**src/rtl/mpid_pkg.sv**
```systemverilog
package mpid_pkg;
  localparam int ID_W      = 10;
  localparam int PRIO_W    = 4;
  localparam int CPU_W     = 2;
  localparam int SGI_N     = 16;
  localparam int ID_TIMER  = 29;
  localparam int ID_WDOG   = 30;
  localparam int SPI_BASE  = 32;
  localparam int ADDR_W    = 10;
  localparam logic [ID_W-1:0]   SPURIOUS = 10'd1023;
  localparam logic [ADDR_W-1:0] SGI_ADDR = 10'h3F0;
  localparam logic [ADDR_W-1:0] CPU_BASE = 10'h3F8;

  typedef enum logic [1:0] {
    SGI_LIST   = 2'd0,
    SGI_OTHERS = 2'd1,
    SGI_SELF   = 2'd2,
    SGI_NONE   = 2'd3
  } sgi_mode_e;
endpackage

```
**src/rtl/mpid_regs.sv**
```systemverilog
module mpid_regs
  import mpid_pkg::*;
#(
  parameter int NUM_CPU = 2,
  parameter int NUM_SPI = 8,
  localparam int TOTAL  = SPI_BASE + NUM_SPI,
  localparam int SPI_W  = (NUM_SPI > 0) ? NUM_SPI : 1
) (
  input  logic                                 clk_i,
  input  logic                                 rst_ni,
  input  logic                                 we_i,
  input  logic [ADDR_W-1:0]                    addr_i,
  input  logic [31:0]                          wdata_i,
  input  logic [CPU_W-1:0]                     cpu_i,
  output logic [31:0]                          rdata_o,
  output logic [TOTAL-1:0]                     en_o,
  output logic [TOTAL-1:0][PRIO_W-1:0]         prio_o,
  output logic [SPI_W-1:0][NUM_CPU-1:0]        tgt_o,
  output logic [NUM_CPU-1:0][PRIO_W-1:0]       mask_o,
  output logic [NUM_CPU-1:0][1:0]              bp_o,
  output logic                                 sgi_vld_o,
  output logic [3:0]                           sgi_id_o,
  output logic [NUM_CPU-1:0]                   sgi_tgt_o,
  output logic [CPU_W-1:0]                     sgi_src_o
);
  logic [NUM_CPU-1:0] self_m, tg;

  always_ff @(posedge clk_i or negedge rst_ni) begin
    if (!rst_ni) begin
      en_o   <= '0;
      prio_o <= '0;
      tgt_o  <= '0;
      bp_o   <= '0;
      for (int c = 0; c < NUM_CPU; c++) mask_o[c] <= '1;
    end else if (we_i) begin
      for (int i = 0; i < TOTAL; i++)
        if (addr_i == ADDR_W'(i)) begin
          en_o[i]   <= wdata_i[0];
          prio_o[i] <= wdata_i[7:4];
        end
      for (int i = 0; i < NUM_SPI; i++)
        if (addr_i == ADDR_W'(SPI_BASE + i)) tgt_o[i] <= wdata_i[8 +: NUM_CPU];
      for (int c = 0; c < NUM_CPU; c++)
        if (addr_i == CPU_BASE + ADDR_W'(c)) begin
          mask_o[c] <= wdata_i[3:0];
          bp_o[c]   <= wdata_i[9:8];
        end
    end
  end

  // software request target filter
  always_comb begin
    for (int c = 0; c < NUM_CPU; c++) self_m[c] = (cpu_i == CPU_W'(c));
    case (sgi_mode_e'(wdata_i[17:16]))
      SGI_LIST:   tg = wdata_i[8 +: NUM_CPU];
      SGI_OTHERS: tg = ~self_m;
      SGI_SELF:   tg = self_m;
      default:    tg = '0;
    endcase
    sgi_vld_o = we_i && (addr_i == SGI_ADDR) && (|tg);
    sgi_id_o  = wdata_i[3:0];
    sgi_tgt_o = tg;
    sgi_src_o = cpu_i;
  end

  always_comb begin
    rdata_o = '0;
    for (int i = 0; i < TOTAL; i++)
      if (addr_i == ADDR_W'(i)) begin
        rdata_o[0]   = en_o[i];
        rdata_o[7:4] = prio_o[i];
      end
    for (int i = 0; i < NUM_SPI; i++)
      if (addr_i == ADDR_W'(SPI_BASE + i)) rdata_o[8 +: NUM_CPU] = tgt_o[i];
    for (int c = 0; c < NUM_CPU; c++)
      if (addr_i == CPU_BASE + ADDR_W'(c)) begin
        rdata_o[3:0] = mask_o[c];
        rdata_o[9:8] = bp_o[c];
      end
  end
endmodule

```
**src/rtl/mpid_state.sv**
```systemverilog
module mpid_state
  import mpid_pkg::*;
#(
  parameter int NUM_CPU = 2,
  parameter int NUM_SPI = 8,
  localparam int TOTAL  = SPI_BASE + NUM_SPI,
  localparam int SPI_W  = (NUM_SPI > 0) ? NUM_SPI : 1
) (
  input  logic                                   clk_i,
  input  logic                                   rst_ni,
  input  logic [SPI_W-1:0]                       spi_i,
  input  logic [NUM_CPU-1:0]                     timer_i,
  input  logic [NUM_CPU-1:0]                     wdog_i,
  input  logic [SPI_W-1:0][NUM_CPU-1:0]          tgt_i,
  input  logic                                   sgi_vld_i,
  input  logic [3:0]                             sgi_id_i,
  input  logic [NUM_CPU-1:0]                     sgi_tgt_i,
  input  logic [CPU_W-1:0]                       sgi_src_i,
  input  logic [NUM_CPU-1:0]                     grant_i,
  input  logic [NUM_CPU-1:0][ID_W-1:0]           grant_id_i,
  input  logic [NUM_CPU-1:0]                     eoi_i,
  input  logic [NUM_CPU-1:0][ID_W-1:0]           eoi_id_i,
  output logic [NUM_CPU-1:0][TOTAL-1:0]          pend_o,
  output logic [NUM_CPU-1:0][TOTAL-1:0]          act_o,
  output logic [NUM_CPU-1:0][SGI_N-1:0][CPU_W-1:0] sgi_src_o
);
  logic [NUM_CPU-1:0][SGI_N-1:0] sgi_pend_q, sgi_act_q;
  logic [NUM_CPU-1:0][1:0]       ppi_pend_q, ppi_act_q;
  logic [NUM_CPU-1:0]            tmr_q, wdg_q;
  logic [SPI_W-1:0]              spi_q, spi_pend_q, spi_act_q;
  logic [SPI_W-1:0][CPU_W-1:0]   spi_own_q;

  always_ff @(posedge clk_i or negedge rst_ni) begin
    if (!rst_ni) begin
      sgi_pend_q <= '0; sgi_act_q <= '0; sgi_src_o <= '0;
      ppi_pend_q <= '0; ppi_act_q <= '0;
      tmr_q <= '0; wdg_q <= '0; spi_q <= '0;
      spi_pend_q <= '0; spi_act_q <= '0; spi_own_q <= '0;
    end else begin
      tmr_q <= timer_i;
      wdg_q <= wdog_i;
      spi_q <= spi_i;
      for (int c = 0; c < NUM_CPU; c++) begin
        if (eoi_i[c]) begin
          for (int i = 0; i < SGI_N; i++)
            if (eoi_id_i[c] == ID_W'(i)) sgi_act_q[c][i] <= 1'b0;
          if (eoi_id_i[c] == ID_W'(ID_TIMER)) ppi_act_q[c][0] <= 1'b0;
          if (eoi_id_i[c] == ID_W'(ID_WDOG))  ppi_act_q[c][1] <= 1'b0;
          for (int i = 0; i < NUM_SPI; i++)
            if (eoi_id_i[c] == ID_W'(SPI_BASE + i) && spi_own_q[i] == CPU_W'(c))
              spi_act_q[i] <= 1'b0;
        end
        if (grant_i[c]) begin
          for (int i = 0; i < SGI_N; i++)
            if (grant_id_i[c] == ID_W'(i)) begin
              sgi_pend_q[c][i] <= 1'b0;
              sgi_act_q[c][i]  <= 1'b1;
            end
          if (grant_id_i[c] == ID_W'(ID_TIMER)) begin
            ppi_pend_q[c][0] <= 1'b0; ppi_act_q[c][0] <= 1'b1;
          end
          if (grant_id_i[c] == ID_W'(ID_WDOG)) begin
            ppi_pend_q[c][1] <= 1'b0; ppi_act_q[c][1] <= 1'b1;
          end
          for (int i = 0; i < NUM_SPI; i++)
            if (grant_id_i[c] == ID_W'(SPI_BASE + i)) begin
              spi_pend_q[i] <= 1'b0;
              spi_act_q[i]  <= 1'b1;
              spi_own_q[i]  <= CPU_W'(c);
            end
        end
        // new requests land after clears so a same-cycle edge is kept
        if (timer_i[c] && !tmr_q[c]) ppi_pend_q[c][0] <= 1'b1;
        if (wdog_i[c]  && !wdg_q[c]) ppi_pend_q[c][1] <= 1'b1;
        if (sgi_vld_i && sgi_tgt_i[c])
          for (int i = 0; i < SGI_N; i++)
            if (sgi_id_i == 4'(i)) begin
              sgi_pend_q[c][i] <= 1'b1;
              sgi_src_o[c][i]  <= sgi_src_i;
            end
      end
      for (int i = 0; i < NUM_SPI; i++)
        if (spi_i[i] && !spi_q[i]) spi_pend_q[i] <= 1'b1;
    end
  end

  always_comb begin
    pend_o = '0;
    act_o  = '0;
    for (int c = 0; c < NUM_CPU; c++) begin
      pend_o[c][SGI_N-1:0] = sgi_pend_q[c];
      act_o[c][SGI_N-1:0]  = sgi_act_q[c];
      pend_o[c][ID_TIMER]  = ppi_pend_q[c][0];
      pend_o[c][ID_WDOG]   = ppi_pend_q[c][1];
      act_o[c][ID_TIMER]   = ppi_act_q[c][0];
      act_o[c][ID_WDOG]    = ppi_act_q[c][1];
      for (int i = 0; i < NUM_SPI; i++) begin
        pend_o[c][SPI_BASE+i] = spi_pend_q[i] && tgt_i[i][c];
        act_o[c][SPI_BASE+i]  = spi_act_q[i] && (spi_own_q[i] == CPU_W'(c));
      end
    end
  end

  for (genvar c = 0; c < NUM_CPU; c++) begin : g_chk
    p_grant_activates_r7: assert property (@(posedge clk_i) disable iff (!rst_ni)
      (grant_i[c] && grant_id_i[c] == ID_W'(ID_TIMER)) |=> ppi_act_q[c][0]);
    p_sgi_lands_r10: assert property (@(posedge clk_i) disable iff (!rst_ni)
      (sgi_vld_i && sgi_tgt_i[c]) |=> sgi_pend_q[c][$past(sgi_id_i)]);
  end
endmodule

```
**src/rtl/mpid_cpu_sel.sv**
```systemverilog
module mpid_cpu_sel
  import mpid_pkg::*;
#(
  parameter int NUM_SPI = 8,
  localparam int TOTAL  = SPI_BASE + NUM_SPI
) (
  input  logic                          clk_i,
  input  logic                          rst_ni,
  input  logic [TOTAL-1:0]              pend_i,
  input  logic [TOTAL-1:0]              act_i,
  input  logic [TOTAL-1:0]              en_i,
  input  logic [TOTAL-1:0][PRIO_W-1:0]  prio_i,
  input  logic [PRIO_W-1:0]             mask_i,
  input  logic [1:0]                    bp_i,
  output logic [ID_W-1:0]               hp_id_o,
  output logic                          irq_o
);
  logic              best_vld;
  logic [PRIO_W-1:0] best_prio;
  logic [ID_W-1:0]   best_id;
  logic [PRIO_W:0]   run_prio, grp_new, grp_run;

  always_comb begin
    best_vld  = 1'b0;
    best_prio = '1;
    best_id   = SPURIOUS;
    run_prio  = 5'd16;  // idle: above every real level
    for (int i = 0; i < TOTAL; i++) begin
      if (pend_i[i] && en_i[i] && (!best_vld || prio_i[i] < best_prio)) begin
        best_vld  = 1'b1;
        best_prio = prio_i[i];
        best_id   = ID_W'(i);
      end
      if (act_i[i] && {1'b0, prio_i[i]} < run_prio) run_prio = {1'b0, prio_i[i]};
    end
    grp_new = {1'b0, best_prio} >> bp_i;
    grp_run = run_prio >> bp_i;
    irq_o   = best_vld && (best_prio < mask_i) && (grp_new < grp_run);
    hp_id_o = irq_o ? best_id : SPURIOUS;
  end

  p_disabled_quiet_r6: assert property (@(posedge clk_i) disable iff (!rst_ni)
    irq_o |-> |(pend_i & en_i));
endmodule

```
**src/rtl/mpid_top.sv**
```systemverilog
module mpid_top
  import mpid_pkg::*;
#(
  parameter int NUM_CPU = 2,
  parameter int NUM_SPI = 8,
  localparam int SPI_W  = (NUM_SPI > 0) ? NUM_SPI : 1,
  localparam int TOTAL  = SPI_BASE + NUM_SPI
) (
  input  logic                     clk_i,
  input  logic                     rst_ni,
  input  logic                     reg_we_i,
  input  logic [9:0]               reg_addr_i,
  input  logic [31:0]              reg_wdata_i,
  input  logic [1:0]               reg_cpu_i,
  output logic [31:0]              reg_rdata_o,
  input  logic [SPI_W-1:0]         spi_i,
  input  logic [NUM_CPU-1:0]       timer_i,
  input  logic [NUM_CPU-1:0]       wdog_i,
  output logic [NUM_CPU-1:0]       irq_o,
  input  logic [NUM_CPU-1:0]       ack_i,
  output logic [NUM_CPU*10-1:0]    ack_id_o,
  output logic [NUM_CPU*2-1:0]     ack_src_o,
  input  logic [NUM_CPU-1:0]       eoi_i,
  input  logic [NUM_CPU*10-1:0]    eoi_id_i
);
  logic [TOTAL-1:0]                     en;
  logic [TOTAL-1:0][PRIO_W-1:0]         prio;
  logic [SPI_W-1:0][NUM_CPU-1:0]        tgt;
  logic [NUM_CPU-1:0][PRIO_W-1:0]       mask;
  logic [NUM_CPU-1:0][1:0]              bp;
  logic                                 sgi_vld;
  logic [3:0]                           sgi_id;
  logic [NUM_CPU-1:0]                   sgi_tgt;
  logic [CPU_W-1:0]                     sgi_src;
  logic [NUM_CPU-1:0][TOTAL-1:0]        pend_v, act_v;
  logic [NUM_CPU-1:0][SGI_N-1:0][CPU_W-1:0] sgi_src_tab;
  logic [NUM_CPU-1:0][ID_W-1:0]         hp_id, eoi_id, ack_id_q;
  logic [NUM_CPU-1:0][CPU_W-1:0]        src_sel, ack_src_q;
  logic [NUM_CPU-1:0]                   grant;

  mpid_regs #(.NUM_CPU(NUM_CPU), .NUM_SPI(NUM_SPI)) u_regs (
    .clk_i, .rst_ni, .we_i(reg_we_i), .addr_i(reg_addr_i), .wdata_i(reg_wdata_i),
    .cpu_i(reg_cpu_i), .rdata_o(reg_rdata_o), .en_o(en), .prio_o(prio), .tgt_o(tgt),
    .mask_o(mask), .bp_o(bp), .sgi_vld_o(sgi_vld), .sgi_id_o(sgi_id),
    .sgi_tgt_o(sgi_tgt), .sgi_src_o(sgi_src));

  mpid_state #(.NUM_CPU(NUM_CPU), .NUM_SPI(NUM_SPI)) u_state (
    .clk_i, .rst_ni, .spi_i, .timer_i, .wdog_i, .tgt_i(tgt),
    .sgi_vld_i(sgi_vld), .sgi_id_i(sgi_id), .sgi_tgt_i(sgi_tgt), .sgi_src_i(sgi_src),
    .grant_i(grant), .grant_id_i(hp_id), .eoi_i, .eoi_id_i(eoi_id),
    .pend_o(pend_v), .act_o(act_v), .sgi_src_o(sgi_src_tab));

  for (genvar c = 0; c < NUM_CPU; c++) begin : g_cpu
    assign eoi_id[c] = eoi_id_i[c*ID_W +: ID_W];
    assign ack_id_o[c*ID_W +: ID_W]    = ack_id_q[c];
    assign ack_src_o[c*CPU_W +: CPU_W] = ack_src_q[c];

    mpid_cpu_sel #(.NUM_SPI(NUM_SPI)) u_sel (
      .clk_i, .rst_ni, .pend_i(pend_v[c]), .act_i(act_v[c]), .en_i(en),
      .prio_i(prio), .mask_i(mask[c]), .bp_i(bp[c]), .hp_id_o(hp_id[c]),
      .irq_o(irq_o[c]));
  end

  // lower CPU index wins a shared ID claimed by several CPUs at once
  always_comb begin
    for (int c = 0; c < NUM_CPU; c++) begin
      grant[c]   = ack_i[c] && (hp_id[c] != SPURIOUS);
      for (int k = 0; k < c; k++)
        if (grant[k] && hp_id[k] == hp_id[c] && hp_id[c] >= ID_W'(SPI_BASE))
          grant[c] = 1'b0;
      src_sel[c] = '0;
      for (int i = 0; i < SGI_N; i++)
        if (hp_id[c] == ID_W'(i)) src_sel[c] = sgi_src_tab[c][i];
    end
  end

  always_ff @(posedge clk_i or negedge rst_ni) begin
    if (!rst_ni) begin
      for (int c = 0; c < NUM_CPU; c++) ack_id_q[c] <= SPURIOUS;
      ack_src_q <= '0;
    end else begin
      for (int c = 0; c < NUM_CPU; c++)
        if (ack_i[c]) begin
          ack_id_q[c]  <= grant[c] ? hp_id[c] : SPURIOUS;
          ack_src_q[c] <= grant[c] ? src_sel[c] : '0;
        end
    end
  end

  for (genvar c = 0; c < NUM_CPU; c++) begin : g_top_chk
    p_spur_when_quiet_r5: assert property (@(posedge clk_i) disable iff (!rst_ni)
      (ack_i[c] && !irq_o[c]) |=> ack_id_q[c] == SPURIOUS);
    if (c > 0) begin : g_race
      p_one_winner_r12: assert property (@(posedge clk_i) disable iff (!rst_ni)
        (ack_i[c] && ack_i[0] && irq_o[0] && hp_id[c] == hp_id[0] &&
         hp_id[0] >= ID_W'(SPI_BASE)) |=> ack_id_q[c] == SPURIOUS);
    end
  end
endmodule

```
**config.mk**
```make
export PLATFORM = sky130hd
export DESIGN_NAME = mpid_top
export DESIGN_NICKNAME = d
export VERILOG_FILES = /design/src/rtl/mpid_pkg.sv /design/src/rtl/mpid_regs.sv /design/src/rtl/mpid_state.sv /design/src/rtl/mpid_cpu_sel.sv /design/src/rtl/mpid_top.sv
export SDC_FILE = /design/constraint.sdc
export NUM_CORES = 2
export LEC_CHECK = 0
export BUFFER_PORTS_ARGS = -buffer_cell sky130_fd_sc_hd__buf_4
export CORE_MARGIN = 5
export CORE_UTILIZATION = 25
export CTS_CLUSTER_DIAMETER = 30
export DETAILED_ROUTE_END_ITERATION = 12
export REMOVE_ABC_BUFFERS = 1
export SLEW_MARGIN = 20
export SYNTH_ARGS = -nofsm -noshare
export SYNTH_HDL_FRONTEND = slang
export SYNTH_SLANG_ARGS = --single-unit
```
**constraint.sdc**
```tcl
create_clock -name clk_i -period 51.2 [get_ports clk_i]
set_input_delay 2.56 -clock clk_i [delete_from_list [all_inputs] [get_ports clk_i]]
set_output_delay 2.56 -clock clk_i [all_outputs]
set_load 0.01 [all_outputs]
```
==> impl_results.md <==
* Status: complete, no violations
* Leakage at 19.92 nW
* Clock slew at reported path FFs at 0.05 ns
* CP max FO at 14
* Levels on crit path at 209
* Pre-antenna DRT Iters at 6
* Routed Wire Length at 157.2 mm
* CTS max path bufs at 3
* Setup TNS at 0 ns
* Die area at 168500 sq um
* FFs w/ async S/R, synth at 100.0%
* Highest clock rate at 0.02125 GHz
* Min Tclk post-route at 47.06 ns
* Share of cells above drive strength 1 at 20.49%
* Setup violators final at 0
* Vias in the first global route at 36656
* I/O Pins at 141
* Critical Path RT at 48.64 ns
* First-pass GRT wire length at 234.2 mm
* Power Density at 21.88 nW/um^2
* Most common cell on crit path: ha_1
* Total core area at 160000 sq um
* CP endpoint kind: output pin
* Largest delay share family, worst path: compound AO/OA/AOI/OAI gates
* DP Area at 42240 sq um
* Warnings from Yosys at 0
* Remaining antenna violation count at 0
* Initial core utilization at 25.06%
* Slew Viols, Final at 0
* Startpoint Class: flop
* Post-synthesis cell count at 4667
* Commonest non-fill, non-tap cell in the layout: nand2_1
* Max_cap viols at 0
* # port buffers at 98
* Synth cell types at 176
* Drt initial violations at 3704
* Clock sink count at 426
* Layout net count at 5021
* Vias at 38523
* Final Power at 0.9936 mW
* Routed len/inst at 22.86 um
* Syn Area/Cell at 8.591 sq um
* Layout Skew at 0.06043 ns
* Die width at 410.5 um
* DRC violations left at 0
* Later-pin clock latency in the skew report at 0.68 ns
* Slew @ Worst Pin at 1.193 ns
* Yosys reg bits at 426
* Synth Cell Area at 40090 sq um
* Critical path type: flop to output pin
* Estimated wirelength of the detail-placed design at 121.6 mm
* Buffer and inverter count on the worst path at 23
* GR Util All Layers at 17.87%
* Largest net degree at the start of global routing at 181
* Fin area at 45420 sq um
* CTS HTree Levels at 3
* Area Overhead vs Synth at 13.28%
* CP Data Arrival Time at 44.50 ns
* CTS Root Cell: clkbuf_16
* EDFF count, synth at 0
* Global route overflow at 0
* Fin. Hold Viols at 0
* Placer's final routability congestion estimate at 0.9802
* TritonCTS Buffers at 88
* RSZ-0062 raised after global routing: false
* Worst R2R Path Depth at 214
* Biggest cell delay along the critical path at 0.67 ns
* Initial antenna violation count at 10
* Hold WC Path Type: flop to flop
* Slowest cell on the critical path: or4_2
* Final Cycle Share at 91.91%
* Cts-stage hold buffer count at 0
* Ys flop type: dfrtp_1
* Hold path depth at 1
* CTS tree: built
* Commonest non-fill, non-tap cells in the layout: nand2_1 (544), dfrtp_1 (404), mux2_2 (367)
* Slew headroom at 19.74%
* Vias per Instance at 5.603
* Maximum VDD drop at 0.00002684 V
* Num rows at 147
* Die H at 410.5 um
* Sequential cell area fraction in the yosys report at 26.66%
==> path summary, 6_finish.rpt <==
kind                       slack (ns)               endpoint             start
max in group asynchronous       47.65      u_regs.prio_o[79]            rst_ni
setup / recovery                 4.14               irq_o[1]    u_regs.en_o[0]
setup reg to reg                 5.91           ack_src_o[3]    u_regs.en_o[0]
hold / removal                   0.43  u_state.spi_pend_q[2]  u_state.spi_q[2]
hold reg to reg                  0.43  u_state.spi_pend_q[2]  u_state.spi_q[2]
min in group asynchronous        1.96       u_state.spi_q[7]            rst_ni
==> cell type report <==
cell class / instances / area (sq um)
fill: 16991 / 114600
multi-input combinational: 3763 / 26840
sequential: 426 / 10690
tap: 2086 / 2610
clock buffer: 116 / 2457
inverter: 299 / 1127
timing repair buffer: 136 / 1061
clock inverter: 47 / 624.3
antenna: 3 / 7.507
==> through the flow <==
step | hold slack, ns | cells | worst slack, ns | utilization [%]
6_report | 0.4269 | 6876 | 4.141 | 28.38
5_1_grt | 0.4373 | 6873 | 0.03451 | 28.38
4_1_cts | 0.4230 | 6870 | 3.463 | 28.32
3_5_place_dp | 0.4141 | 6707 | 4.294 | 26.40
3_3_place_gp | 0.4023 | 6707 | 5.030 | 26.40
2_1_floorplan | 0.3919 | 4488 | 11.45 | -
==> flip-flops by register name, indices dropped and copies added (netlist names), 8 cells and up <==
register / cells
u_regs.tgt_o: 16
u_regs.mask_o: 8
u_state.spi_own_q: 16
u_state.spi_act_q: 8
u_regs.prio_o: 160
ack_id_o: 14
u_state.sgi_src_o: 64
u_state.spi_pend_q: 8
u_regs.en_o: 40
u_state.act_o: 36
u_state.pend_o: 36
u_state.spi_q: 8
==> Yosys cell counts, types with 22 or more instances <==
cell type	instances	area share, %
nand4_1	38	0.59
o21ai_0	270	3.4
mux2i_1	103	2.6
and2_1	44	0.69
nand3b_1	24	0.45
nor2_1	363	3.4
mux2_2	367	10
a211oi_1	67	1.3
a22oi_1	55	1.0
o21a_1	57	1.1
nand2_1	544	5.1
a21o_1	67	1.3
o22ai_1	33	0.51
dfrtp_1	404	25
o211ai_1	58	1.1
nand2b_1	45	0.70
nand3_1	118	1.5
clkbuf_8	47	1.6
nor3_1	90	1.1
a221oi_1	23	0.50
dfstp_2	22	1.4
or2_2	37	0.58
inv_1	296	2.8
a22o_1	22	0.48
a21oi_1	261	3.3
ha_1	224	7.0
buf_4	35	0.66
or3_1	22	0.34
a211o_1	28	0.61
o21ai_1	30	0.37
nor4_1	28	0.44
clkbuf_1	79	0.74
nor2b_1	28	0.44
a31oi_1	61	0.95
and3_1	34	0.53
==> cells by family after synthesis <==
kind of cell	Yosys count	synth area share [%]
buf+inv	499	6.731
simple gates	1572	19.26
fa+ha+maj	239	7.374
flops	426	26.66
mux	492	13.86
xor+xnor	14	0.3058
other cells	1	0.009353
compound gates	1424	25.81
==> timing repair <==
item / CTS / global route
resized for setup: 0 / 6
hold endpoints to repair: 0 / 0
endpoints found under the setup margin: 0 / 1
setup buffers: 0 / 2
==> where the power goes <==
group          leakage (nW)  switching (mW)  internal [mW]
registers              5.71         0.00760          0.341
logic                  12.8          0.0457         0.0192
clock network          1.45           0.204          0.376
total                  19.9           0.257          0.737
==> routing by layer <==
metal  GRT usage, %  vias up  wire length (um)
met5              0        -                13
met4          8.325        2              7867
met3          3.186      351             12540
met2          28.35     1672             70510
met1          23.61    19015             66280
li1               -    17483                 -
Note: power is estimated with default switching activity, not from simulation.
